$ cat config.mk
export PLATFORM = sky130hd
export DESIGN_NAME = spi_mem_ctrl
export DESIGN_NICKNAME = d
export VERILOG_FILES = /design/src/rtl/spi_mem_pkg.sv /design/src/rtl/spi_mem_link.sv /design/src/rtl/spi_mem_timer.sv /design/src/rtl/spi_mem_status.sv /design/src/rtl/spi_mem_array.sv /design/src/rtl/spi_mem_ctrl.sv
export SDC_FILE = /design/constraint.sdc
export NUM_CORES = 2
export LEC_CHECK = 0
export ABC_CLOCK_PERIOD_IN_PS = 5750
export BUFFER_PORTS_ARGS = -buffer_cell sky130_fd_sc_hd__buf_2
export CORE_UTILIZATION = 60
export CTS_CLUSTER_SIZE = 8
export DETAILED_ROUTE_END_ITERATION = 6
export PLACE_DENSITY_LB_ADDON = 0.15
export SETUP_SLACK_MARGIN = 0.15
export SLEW_MARGIN = 5
export SYNTH_ARGS = -nofsm -noshare
export SYNTH_HDL_FRONTEND = slang
export SYNTH_HIERARCHICAL = 1
export SYNTH_SLANG_ARGS = --single-unit
$ cat constraint.sdc
create_clock -name clk_i -period 5.75 [get_ports clk_i]
set_clock_uncertainty 0.05 [all_clocks]
set_input_delay 1.15 -clock clk_i [delete_from_list [all_inputs] [get_ports clk_i]]
set_output_delay 1.15 -clock clk_i [all_outputs]
set_load 0.03 [all_outputs]
$ cat src/rtl/spi_mem_pkg.sv
package spi_mem_pkg;
  localparam logic [7:0] OP_WREN  = 8'h06;
  localparam logic [7:0] OP_WRDI  = 8'h04;
  localparam logic [7:0] OP_RDSR  = 8'h05;
  localparam logic [7:0] OP_WRSR  = 8'h01;
  localparam logic [7:0] OP_READ  = 8'h03;
  localparam logic [7:0] OP_WRITE = 8'h02;

  typedef enum logic [2:0] {
    ST_OPC, ST_ADDR, ST_RDSR, ST_READ, ST_WDATA, ST_SDATA, ST_SKIP
  } fr_state_e;
endpackage

$ cat src/rtl/spi_mem_link.sv
module spi_mem_link (
  input  logic       clk_i,
  input  logic       rst_ni,
  input  logic       sck_i,
  input  logic       cs_ni,
  input  logic       mosi_i,
  input  logic       load_i,
  input  logic [7:0] load_byte_i,
  output logic       byte_done_o,
  output logic [7:0] byte_o,
  output logic       cs_rise_o,
  output logic       miso_o
);
  logic       sck_q, cs_q;
  logic [2:0] bit_cnt;
  logic [6:0] sh_in;
  logic [7:0] sh_out;
  logic       sck_rise, sck_fall;

  assign sck_rise    = sck_i & ~sck_q & ~cs_ni;
  assign sck_fall    = ~sck_i & sck_q & ~cs_ni;
  assign byte_done_o = sck_rise && (bit_cnt == 3'd7);
  assign byte_o      = {sh_in, mosi_i};
  assign cs_rise_o   = cs_ni & ~cs_q;
  assign miso_o      = ~cs_ni & sh_out[7];

  always_ff @(posedge clk_i or negedge rst_ni) begin
    if (!rst_ni) begin
      sck_q   <= 1'b0;
      cs_q    <= 1'b1;
      bit_cnt <= '0;
      sh_in   <= '0;
      sh_out  <= '0;
    end else begin
      sck_q <= sck_i;
      cs_q  <= cs_ni;
      if (cs_ni) begin
        bit_cnt <= '0;
        sh_out  <= '0;
      end else begin
        if (sck_rise) begin
          sh_in   <= {sh_in[5:0], mosi_i};
          bit_cnt <= bit_cnt + 3'd1;
        end
        // first bit of a loaded byte must survive the falling edge after the boundary
        if (load_i) sh_out <= load_byte_i;
        else if (sck_fall && bit_cnt != 3'd0) sh_out <= {sh_out[6:0], 1'b0};
      end
    end
  end
endmodule

$ cat src/rtl/spi_mem_timer.sv
module spi_mem_timer #(
  parameter int WR_CYCLES = 64
) (
  input  logic clk_i,
  input  logic rst_ni,
  input  logic start_i,
  output logic busy_o,
  output logic done_o
);
  localparam int CW = $clog2(WR_CYCLES + 1);
  logic [CW-1:0] cnt;

  assign busy_o = (cnt != '0);
  assign done_o = (cnt == CW'(1));

  always_ff @(posedge clk_i or negedge rst_ni) begin
    if (!rst_ni)       cnt <= '0;
    else if (start_i)  cnt <= CW'(WR_CYCLES);
    else if (busy_o)   cnt <= cnt - CW'(1);
  end

  AST_NO_RESTART: assert property (@(posedge clk_i) disable iff (!rst_ni)
    busy_o |-> !start_i);
endmodule

$ cat src/rtl/spi_mem_status.sv
module spi_mem_status (
  input  logic       clk_i,
  input  logic       rst_ni,
  input  logic       set_wel_i,
  input  logic       clr_wel_i,
  input  logic       wp_ni,
  input  logic       brownout_i,
  input  logic       done_i,
  input  logic       commit_bp_i,
  input  logic [1:0] bp_new_i,
  output logic       wel_o,
  output logic [1:0] bp_o
);
  logic wp_q, wel_q, wel_clr;
  logic [1:0] bp_q;

  assign wel_clr = clr_wel_i | brownout_i | (wp_q & ~wp_ni) | done_i;
  assign wel_o   = wel_q;
  assign bp_o    = bp_q;

  always_ff @(posedge clk_i or negedge rst_ni) begin
    if (!rst_ni) begin
      wp_q  <= 1'b1;
      wel_q <= 1'b0;
      bp_q  <= 2'b00;
    end else begin
      wp_q <= wp_ni;
      if (wel_clr)        wel_q <= 1'b0;
      else if (set_wel_i) wel_q <= 1'b1;
      if (commit_bp_i)    bp_q  <= bp_new_i;
    end
  end

  AST_WEL_SET_SRC: assert property (@(posedge clk_i) disable iff (!rst_ni)
    $rose(wel_q) |-> $past(set_wel_i));
  AST_WEL_WP_FALL: assert property (@(posedge clk_i) disable iff (!rst_ni)
    $fell(wp_ni) |=> !wel_q);
  AST_WEL_BROWNOUT: assert property (@(posedge clk_i) disable iff (!rst_ni)
    brownout_i |=> !wel_q);
  AST_WEL_DONE: assert property (@(posedge clk_i) disable iff (!rst_ni)
    done_i |=> !wel_q);
endmodule

$ cat src/rtl/spi_mem_array.sv
module spi_mem_array #(
  parameter int ADDR_W = 8,
  parameter int DATA_W = 8
) (
  input  logic              clk_i,
  input  logic              rst_ni,
  input  logic              we_i,
  input  logic [ADDR_W-1:0] waddr_i,
  input  logic [DATA_W-1:0] wdata_i,
  input  logic [ADDR_W-1:0] raddr_i,
  output logic [DATA_W-1:0] rdata_o
);
  localparam int DEPTH = 1 << ADDR_W;
  logic [DATA_W-1:0] mem [DEPTH];

  assign rdata_o = mem[raddr_i];

  for (genvar g = 0; g < DEPTH; g++) begin : g_cell
    always_ff @(posedge clk_i or negedge rst_ni) begin
      if (!rst_ni)                                  mem[g] <= '0;
      else if (we_i && waddr_i == ADDR_W'(g))       mem[g] <= wdata_i;
    end
  end
endmodule

$ cat src/rtl/spi_mem_ctrl.sv
module spi_mem_ctrl
  import spi_mem_pkg::*;
#(
  parameter int ADDR_W    = 8,
  parameter int WR_CYCLES = 64
) (
  input  logic clk_i,
  input  logic rst_ni,
  input  logic sck_i,
  input  logic cs_ni,
  input  logic mosi_i,
  output logic miso_o,
  input  logic wp_ni,
  input  logic brownout_i
);
  localparam int QTR_HI = ADDR_W - 2;

  logic              byte_done, cs_rise, load;
  logic [7:0]        rx_byte, load_byte, status, rdata;
  logic              busy, done, start, mem_we, commit_bp;
  logic              wel, set_wel, clr_wel;
  logic [1:0]        bp;
  fr_state_e         st_q, st_d;
  logic              rd_q, rd_d, wr_arm_q, wr_arm_d, sr_arm_q, sr_arm_d;
  logic [ADDR_W-1:0] addr_q, addr_d, raddr, cyc_addr_q;
  logic [7:0]        wdata_q, wdata_d, cyc_data_q;
  logic [1:0]        bpn_q, bpn_d, cyc_bp_q;
  logic              cyc_sr_q;

  function automatic logic in_prot(input logic [1:0] b, input logic [ADDR_W-1:0] a);
    unique case (b)
      2'b01:   in_prot = &a[ADDR_W-1:QTR_HI];
      2'b10:   in_prot = a[ADDR_W-1];
      2'b11:   in_prot = 1'b1;
      default: in_prot = 1'b0;
    endcase
  endfunction

  assign status = {4'hF, bp, wel, busy};

  spi_mem_link u_link (
    .clk_i, .rst_ni, .sck_i, .cs_ni, .mosi_i,
    .load_i(load), .load_byte_i(load_byte),
    .byte_done_o(byte_done), .byte_o(rx_byte),
    .cs_rise_o(cs_rise), .miso_o(miso_o)
  );

  spi_mem_timer #(.WR_CYCLES(WR_CYCLES)) u_timer (
    .clk_i, .rst_ni, .start_i(start), .busy_o(busy), .done_o(done)
  );

  spi_mem_status u_status (
    .clk_i, .rst_ni, .set_wel_i(set_wel), .clr_wel_i(clr_wel),
    .wp_ni, .brownout_i, .done_i(done), .commit_bp_i(commit_bp),
    .bp_new_i(cyc_bp_q), .wel_o(wel), .bp_o(bp)
  );

  spi_mem_array #(.ADDR_W(ADDR_W), .DATA_W(8)) u_array (
    .clk_i, .rst_ni, .we_i(mem_we), .waddr_i(cyc_addr_q),
    .wdata_i(cyc_data_q), .raddr_i(raddr), .rdata_o(rdata)
  );

  always_comb begin
    st_d      = st_q;
    rd_d      = rd_q;
    addr_d    = addr_q;
    wdata_d   = wdata_q;
    bpn_d     = bpn_q;
    wr_arm_d  = wr_arm_q;
    sr_arm_d  = sr_arm_q;
    load      = 1'b0;
    load_byte = '0;
    set_wel   = 1'b0;
    clr_wel   = 1'b0;
    raddr     = (st_q == ST_ADDR) ? rx_byte[ADDR_W-1:0] : addr_q + ADDR_W'(1);
    if (byte_done) begin
      unique case (st_q)
        ST_OPC: begin
          st_d = ST_SKIP;
          if (rx_byte == OP_RDSR) begin
            load = 1'b1; load_byte = status; st_d = ST_RDSR;
          end else if (!busy) begin
            unique case (rx_byte)
              OP_WREN:  set_wel = 1'b1;
              OP_WRDI:  clr_wel = 1'b1;
              OP_WRSR:  if (wel) st_d = ST_SDATA;
              OP_READ:  begin st_d = ST_ADDR; rd_d = 1'b1; end
              OP_WRITE: if (wel) begin st_d = ST_ADDR; rd_d = 1'b0; end
              default:  ;
            endcase
          end
        end
        ST_ADDR: begin
          addr_d = rx_byte[ADDR_W-1:0];
          if (rd_q) begin
            load = 1'b1; load_byte = rdata; st_d = ST_READ;
          end else begin
            st_d = ST_WDATA;
          end
        end
        ST_READ: begin
          addr_d = raddr; load = 1'b1; load_byte = rdata;
        end
        ST_RDSR: begin
          load = 1'b1; load_byte = status;
        end
        ST_WDATA: begin
          wdata_d = rx_byte; wr_arm_d = 1'b1; st_d = ST_SKIP;
        end
        ST_SDATA: begin
          bpn_d = rx_byte[3:2]; sr_arm_d = 1'b1; st_d = ST_SKIP;
        end
        default: ;
      endcase
    end
  end

  // cycle launch on chip-select rise; protect field and pin checked here
  assign start = cs_rise & ~busy & wel &
                 ((wr_arm_q & ~in_prot(bp, addr_q)) | (sr_arm_q & wp_ni));
  assign mem_we    = done & ~cyc_sr_q;
  assign commit_bp = done & cyc_sr_q;

  always_ff @(posedge clk_i or negedge rst_ni) begin
    if (!rst_ni) begin
      st_q     <= ST_OPC;
      rd_q     <= 1'b0;
      addr_q   <= '0;
      wdata_q  <= '0;
      bpn_q    <= '0;
      wr_arm_q <= 1'b0;
      sr_arm_q <= 1'b0;
    end else if (cs_ni) begin
      st_q     <= ST_OPC;
      wr_arm_q <= 1'b0;
      sr_arm_q <= 1'b0;
    end else begin
      st_q     <= st_d;
      rd_q     <= rd_d;
      addr_q   <= addr_d;
      wdata_q  <= wdata_d;
      bpn_q    <= bpn_d;
      wr_arm_q <= wr_arm_d;
      sr_arm_q <= sr_arm_d;
    end
  end

  always_ff @(posedge clk_i or negedge rst_ni) begin
    if (!rst_ni) begin
      cyc_sr_q   <= 1'b0;
      cyc_addr_q <= '0;
      cyc_data_q <= '0;
      cyc_bp_q   <= '0;
    end else if (start) begin
      cyc_sr_q   <= sr_arm_q;
      cyc_addr_q <= addr_q;
      cyc_data_q <= wdata_q;
      cyc_bp_q   <= bpn_q;
    end
  end

  AST_CYCLE_NEEDS_WEL: assert property (@(posedge clk_i) disable iff (!rst_ni)
    $rose(busy) |-> $past(wel));
  AST_NO_PROT_COMMIT: assert property (@(posedge clk_i) disable iff (!rst_ni)
    mem_we |-> !in_prot(bp, cyc_addr_q));
endmodule

* Yosys cells after proc, flatten, opt, wreduce, memory -nomap -nowiden
Cells that the tools add are included.
** Operators by class
- Add/subtract/negate cells :: 3
- Order comparisons :: 1
- Equal/unequal tests :: 272
- Mux-type cells :: 50
- Bitwise logic cells :: 28
- Reduce and logical (&&, ||, !) cells :: 283
** Operators with widths (count)
- == test 8 bit, second input constant :: 128
- == test 8 x 7 -> 1 bit, second input constant :: 64
- logical AND 1 bit :: 258
- == test 8 x 6 -> 1 bit, second input constant :: 32
- == test 8 x 5 -> 1 bit, second input constant :: 16
- 2-to-1 mux 8 bit :: 9
- binary-select mux 8 bit (select 8 bit) :: 1
- == test 8 x 4 -> 1 bit, second input constant :: 8
- == test 8 x 3 -> 1 bit, second input constant :: 7
- == test 8 x 2 -> 1 bit, second input constant :: 4
- case mux 8 bit (4 select lines) :: 1
- 2-to-1 mux 3 bit :: 8
- 2-to-1 mux 1 bit :: 22
- case mux 3 bit (3 select lines) :: 2
- == test 8 x 1 -> 1 bit, second input constant :: 2
- case mux 8 bit (2 select lines) :: 1
- nonzero test 2 bit :: 8
- bitwise AND 1 bit :: 14
- 2-to-1 mux 7 bit :: 2
- AND reduction 2 bit :: 5
- == test 3 bit, second input constant :: 3
- greater-or-equal comparator 9 bit, second input constant :: 1
- inverter 1 bit :: 9
- inverter 8 -> 9 bit :: 1
- other kinds (21) :: 31
** Storage, ports and cells
- Flip-flop bits (word level) :: 2122
- Input port bits :: 7
- Output and inout bits :: 1
- Logic and storage cells :: 913

* Longest topological paths before layout
- Depth in word-level cells :: 11
- Depth in mapped cells :: 22
- Gate-level depth less buffers :: 16

* Hierarchy
The synthesis kept the hierarchy.
** By module, submodules not included
- spi_mem_array :: times used 1, cells each 5981, area an instance 93462.1 um^2, seq. area each 51249.2 um^2
- spi_mem_ctrl :: times used 1, cells each 212, area an instance 2302.2 um^2, seq. area each 1076.0 um^2
- spi_mem_link :: times used 1, cells each 77, area an instance 977.2 um^2, seq. area each 501.7 um^2
- spi_mem_timer :: times used 1, cells each 40, area an instance 401.6 um^2, seq. area each 175.2 um^2
- spi_mem_status :: times used 1, cells each 9, area an instance 148.9 um^2, seq. area each 101.3 um^2

* Least setup slack after synthesis
OpenSTA, ideal clock, no wires.
- Kind :: input to register
- Start :: input port mosi_i
- End :: register u_link.sh_out[2]
- Setup time :: 0.125 ns
- Arrival :: 3.947 ns
- Required time :: 5.575 ns
- Setup slack :: 1.628 ns
- Stages on the path :: 15
- Path buffers :: 4
- Cells stage by stage :: buf_4 -> nand2_1 -> o21ai_0 -> buf_6 -> buf_12 -> buf_2 -> mux4_2 -> mux4_2 -> a22oi_1 -> nand3_1 -> and4b_1 -> a22o_1 -> mux2i_1 -> nor2_1 -> mux2_4
** On the way
- Word-level cells in the longest chain between the ends :: 10
- Elaborated cells between the ends (all ways) :: 16
- Those cells by class :: 1 x eq/ne; 13 x mux; 1 x bitwise; 1 x reduce/logical
** Ends and longest elaborated chain
- start, declared :: RTL line spi_mem_ctrl.sv:11 : input logic mosi_i,
- 2-to-1 mux 8 bit (*) :: RTL line spi_mem_ctrl.sv:75 : raddr = (st_q == ST_ADDR) ? rx_byte[ADDR_W-1:0] : addr_q + ADDR_W'(1);
- via raddr[0] :: RTL line spi_mem_ctrl.sv:25 : logic [ADDR_W-1:0] addr_q, addr_d, raddr, cyc_addr_q;
- inverter 8 -> 9 bit (not written as such) (*) :: RTL line spi_mem_array.sv:16 : assign rdata_o = mem[raddr_i];
- binary-select mux 8 bit (select 8 bit) (*) :: RTL line spi_mem_array.sv:16
- 2-to-1 mux 8 bit (not written as such) (*) (2 in series) :: RTL line spi_mem_array.sv:16
- via rdata[2] :: RTL line spi_mem_ctrl.sv:19 : logic [7:0] rx_byte, load_byte, status, rdata;
- 2-to-1 mux 8 bit :: RTL line spi_mem_ctrl.sv:95 : if (rd_q) begin
- case mux 8 bit (4 select lines) (*) :: RTL line spi_mem_ctrl.sv:77 : unique case (st_q)
- 2-to-1 mux 8 bit (*) :: RTL line spi_mem_ctrl.sv:76 : if (byte_done) begin
- via load_byte[2] :: RTL line spi_mem_ctrl.sv:19
- 2-to-1 mux 8 bit (*) :: RTL line spi_mem_link.sv:46 : if (load_i) sh_out <= load_byte_i;
- 2-to-1 mux 8 bit (*) :: RTL line spi_mem_link.sv:37 : if (cs_ni) begin
- end signal, assigned :: RTL line spi_mem_link.sv:46
- end signal, assigned :: RTL line spi_mem_link.sv:47 : else if (sck_fall && bit_cnt != 3'd0) sh_out <= {sh_out[6:0], 1'b0};
- end, declared :: RTL line spi_mem_link.sv:17 : logic [7:0] sh_out;
Mark *: on every way through the listed nets, which the timed path passes. The rest lies on a longest branch. The select of a mux whose other input is x is not followed.
A chain may end at the register's enable or synchronous reset.

* Worst setup path in the final report
- Start :: register st_q[0]
- End :: register u_link.sh_out[5]
** On the way
- Word-level cells in the longest chain between the ends :: 11
- Elaborated cells between the ends (all ways) :: 18
- Those cells by class :: 3 x eq/ne; 11 x mux; 1 x bitwise; 3 x reduce/logical
** Ends and longest elaborated chain
- start, declared :: RTL line spi_mem_ctrl.sv:23 : fr_state_e st_q, st_d;
- start signal, assigned :: RTL line spi_mem_ctrl.sv:138 : st_q <= st_d;
- == test 3 x 1 -> 1 bit (*) :: RTL line spi_mem_ctrl.sv:75
- 2-to-1 mux 8 bit (*) :: RTL line spi_mem_ctrl.sv:75
- via raddr[0] :: RTL line spi_mem_ctrl.sv:25
- inverter 8 -> 9 bit (not written as such) (*) :: RTL line spi_mem_array.sv:16
- binary-select mux 8 bit (select 8 bit) (*) :: RTL line spi_mem_array.sv:16
- 2-to-1 mux 8 bit (not written as such) (*) (2 in series) :: RTL line spi_mem_array.sv:16
- via rdata[5] :: RTL line spi_mem_ctrl.sv:19
- 2-to-1 mux 8 bit :: RTL line spi_mem_ctrl.sv:95
- case mux 8 bit (4 select lines) (*) :: RTL line spi_mem_ctrl.sv:77
- 2-to-1 mux 8 bit (*) :: RTL line spi_mem_ctrl.sv:76
- via load_byte[5] :: RTL line spi_mem_ctrl.sv:19
- 2-to-1 mux 8 bit (*) :: RTL line spi_mem_link.sv:46
- 2-to-1 mux 8 bit (*) :: RTL line spi_mem_link.sv:37
Marks and branches as above.

==> metrics <==
final wirelength approximately 260000 µm; # port buffers 7; Core Area approximately 0.16 mm²; Post-CTS Repair Setup Buffers 0; Cell Pwr Density between 200 and 300 mW/mm²; Fin. Hold Viols 0; pin count of the biggest net entering global routing 217; WP depth 18; failing checks DRC; RD Place Congestion slightly below 0.9; Synth Cell Area roughly 0.1 mm²; overflow left after global routing 0; number of vias per cell about 6.7; Seq/Total Area, Yosys roughly 55%; Slew Limit Fails 0; Crit. End Element register; crit path DAT between 6 and 7 ns; Period minus WS final around 5.4 ns; Via Count 57360; Crit path largest cell delay roughly 0.56 ns; synthesis-to-finish area growth 10.7%; Worst-path clk slew roughly 0.050 ns; post-synth top area cell dfrtp_1; synthesized flop and latch total 2122; slowest stage cell on the critical path dfrtp_1; top-area cell type share of the netlist area between 50% and 60%; cts bufs inserted approximately 320; CP delay by family, top compound AO/OA/AOI/OAI gates; # H-tree levels 5; warnings from Yosys 6; most common cell after layout, fill and taps aside dfrtp_1; Synth area leaders dfrtp_1, mux2_2, mux4_2; post-CTS sizing 0; worst path bufs/invs 4; Tot GR Track Use about a third; post-synthesis cell type count 90; fin util about two thirds; first-pass GRT wire length 392000 µm; routed len/inst around 30 µm; crit path kind register to register; Hold Crit Class input port to async pin; fin nets about 6400; endpoints failing setup 0; Worst-Margin Slew 1.48 ns; Leak 0.0518 µW; crit path cell chain nor3b_2, buf_4, nand2_1, o21ai_4, buf_12, buf_4, mux4_2, nor2b_1, a2111oi_0, buf_4, a2111oi_0, nor3_1, a31o_1, a211oi_1, a21o_1, mux2i_1, nor2_1, mux2_4; Mapped Cells between 6000 and 7000; commonest non-fill, non-tap cells in the layout dfrtp_1, mux2_2, mux4_2, clkbuf_16, nor2_1; Max Fanout on Critical Path 18; row cnt 147; CTS tree yes; Mapped Nets 6332; Post-synth top flop dfrtp_1; clock sink count ~2100; proportion of layout cells with a drive suffix above 1 49.1%; final clock period utilization by the worst path slightly above 90%; Post-DP Area between 0.09 and 0.1 mm²; number of global-route vias before repair 59793; status complete, but fails checks; width of the die approximately 400 µm; crit start category register; Fmax approximately 190 MHz; Top-Level Pins 8; cts hold-fix bufs 0; post-route ant nets 0; Starting Density around 61%; Clock Tree Root clkbuf_16; Die Ht 405 µm; max-cap viol count 0; final instance area ~0.11 mm²; Crit path required time 6.49 ns; initial DRC count ~5200; VDD IR max between 300 and 400 µV; Power Total between 30000 and 40000 µW; Worst Reg2Reg Path Length in Cells 18; Pre-antenna DRT Iters 7; Post-synth ARST share 100%; CP most frequent cell buf_4; relative slew slack 1.28%; Remaining DRCs 4; setup tns final 0 ns; worst-case clock buffer depth 4; Mean Syn Cell Area between 15 and 20 µm²; Die ar. about 0.16 mm²; RSZ-0062 raised after global routing no; initial antenna violation count 8; HPWL after DPL 158000 µm; EDFF count, synth 0; clock latency on the worst-skew pair 0.92 ns
path summary, 6_finish.rpt:
path	start	endpoint	slack, ns
max	st_q[0]	u_link/sh_out[5]	0.40
min	rst_ni	u_array/mem[1571]	0.23
max reg2reg	st_q[0]	u_link/sh_out[5]	0.40
min reg2reg	cyc_bp_q[1]	cyc_bp_q[1]	0.43
max in group asynchronous	rst_ni	u_array/mem[2037]	3.88
min in group clk_i	wp_ni	u_status/wp_q	0.35
routing by layer:
metal  GRT usage (%)  wire [µm]
met5               0         46
met4            11.5       8990
met1            46.5     109000
met3            6.97      19900
met2            48.0     118000
cells in the mapped netlist, types with 42 or more instances:
| library cell | n |
|---|---|
| mux4_2 | 472 |
| clkbuf_1 | 314 |
| buf_2 | 60 |
| mux2i_1 | 143 |
| nand2_1 | 173 |
| o21ai_0 | 50 |
| nor2_1 | 224 |
| dfrtp_1 | 2120 |
| o221ai_1 | 47 |
| a22oi_1 | 52 |
| a21oi_1 | 70 |
| buf_6 | 42 |
| mux2_2 | 2082 |
kinds of logic after synthesis:
kind of cell	share of synthesized area, %
muxes	37.1
and+or+nand+nor	2.73
buffers and inverters	2.62
DFF	54.6
adders and majority gates	0.0772
xor gates and xnor gates	0.0720
AOI/OAI and AO/OA	2.88
power by group:
part           internal [µW]  switching (µW)
logic                   67.2             338
registers              15000            58.4
clock network           9740            6100
through the flow:
| step | std cells | hold slack, ns | worst slack, ns |
|---|---|---|---|
| 2_1_floorplan | 6319 | 0.394 | 1.63 |
| 3_3_place_gp | 8198 | 0.410 | 0.289 |
| 3_5_place_dp | 8198 | 0.424 | 0.299 |
| 4_1_cts | 8537 | 0.246 | 0.477 |
| 5_1_grt | 8538 | 0.266 | 0.196 |
| 6_report | 8539 | 0.233 | 0.398 |
state kept, by name, summed over array words and instances (netlist names), 2 cells and up:
| register | flops |
|---|---|
| addr_q | 8 |
| bpn_q | 2 |
| cyc_addr_q | 8 |
| cyc_bp_q | 2 |
| cyc_data_q | 8 |
| st_q | 3 |
| u_array/mem | 2048 |
| u_link/bit_cnt | 3 |
| u_link/sh_in | 7 |
| u_link/sh_out | 8 |
| u_status/bp_o | 2 |
| u_timer/cnt | 7 |
| wdata_q | 8 |
cell type report:
cell class,count,area [µm²]
flip-flops and latches,2122,53100
fillers,11180,53000
multi-input cells,3708,41800
clock buffers,336,8090
well taps,2160,2700
repair buffers,184,1890
inverters,24,90.1
clock inverters,3,25.0
diodes,2,5.00
No activity file was read; power rests on OpenSTA's default activity.
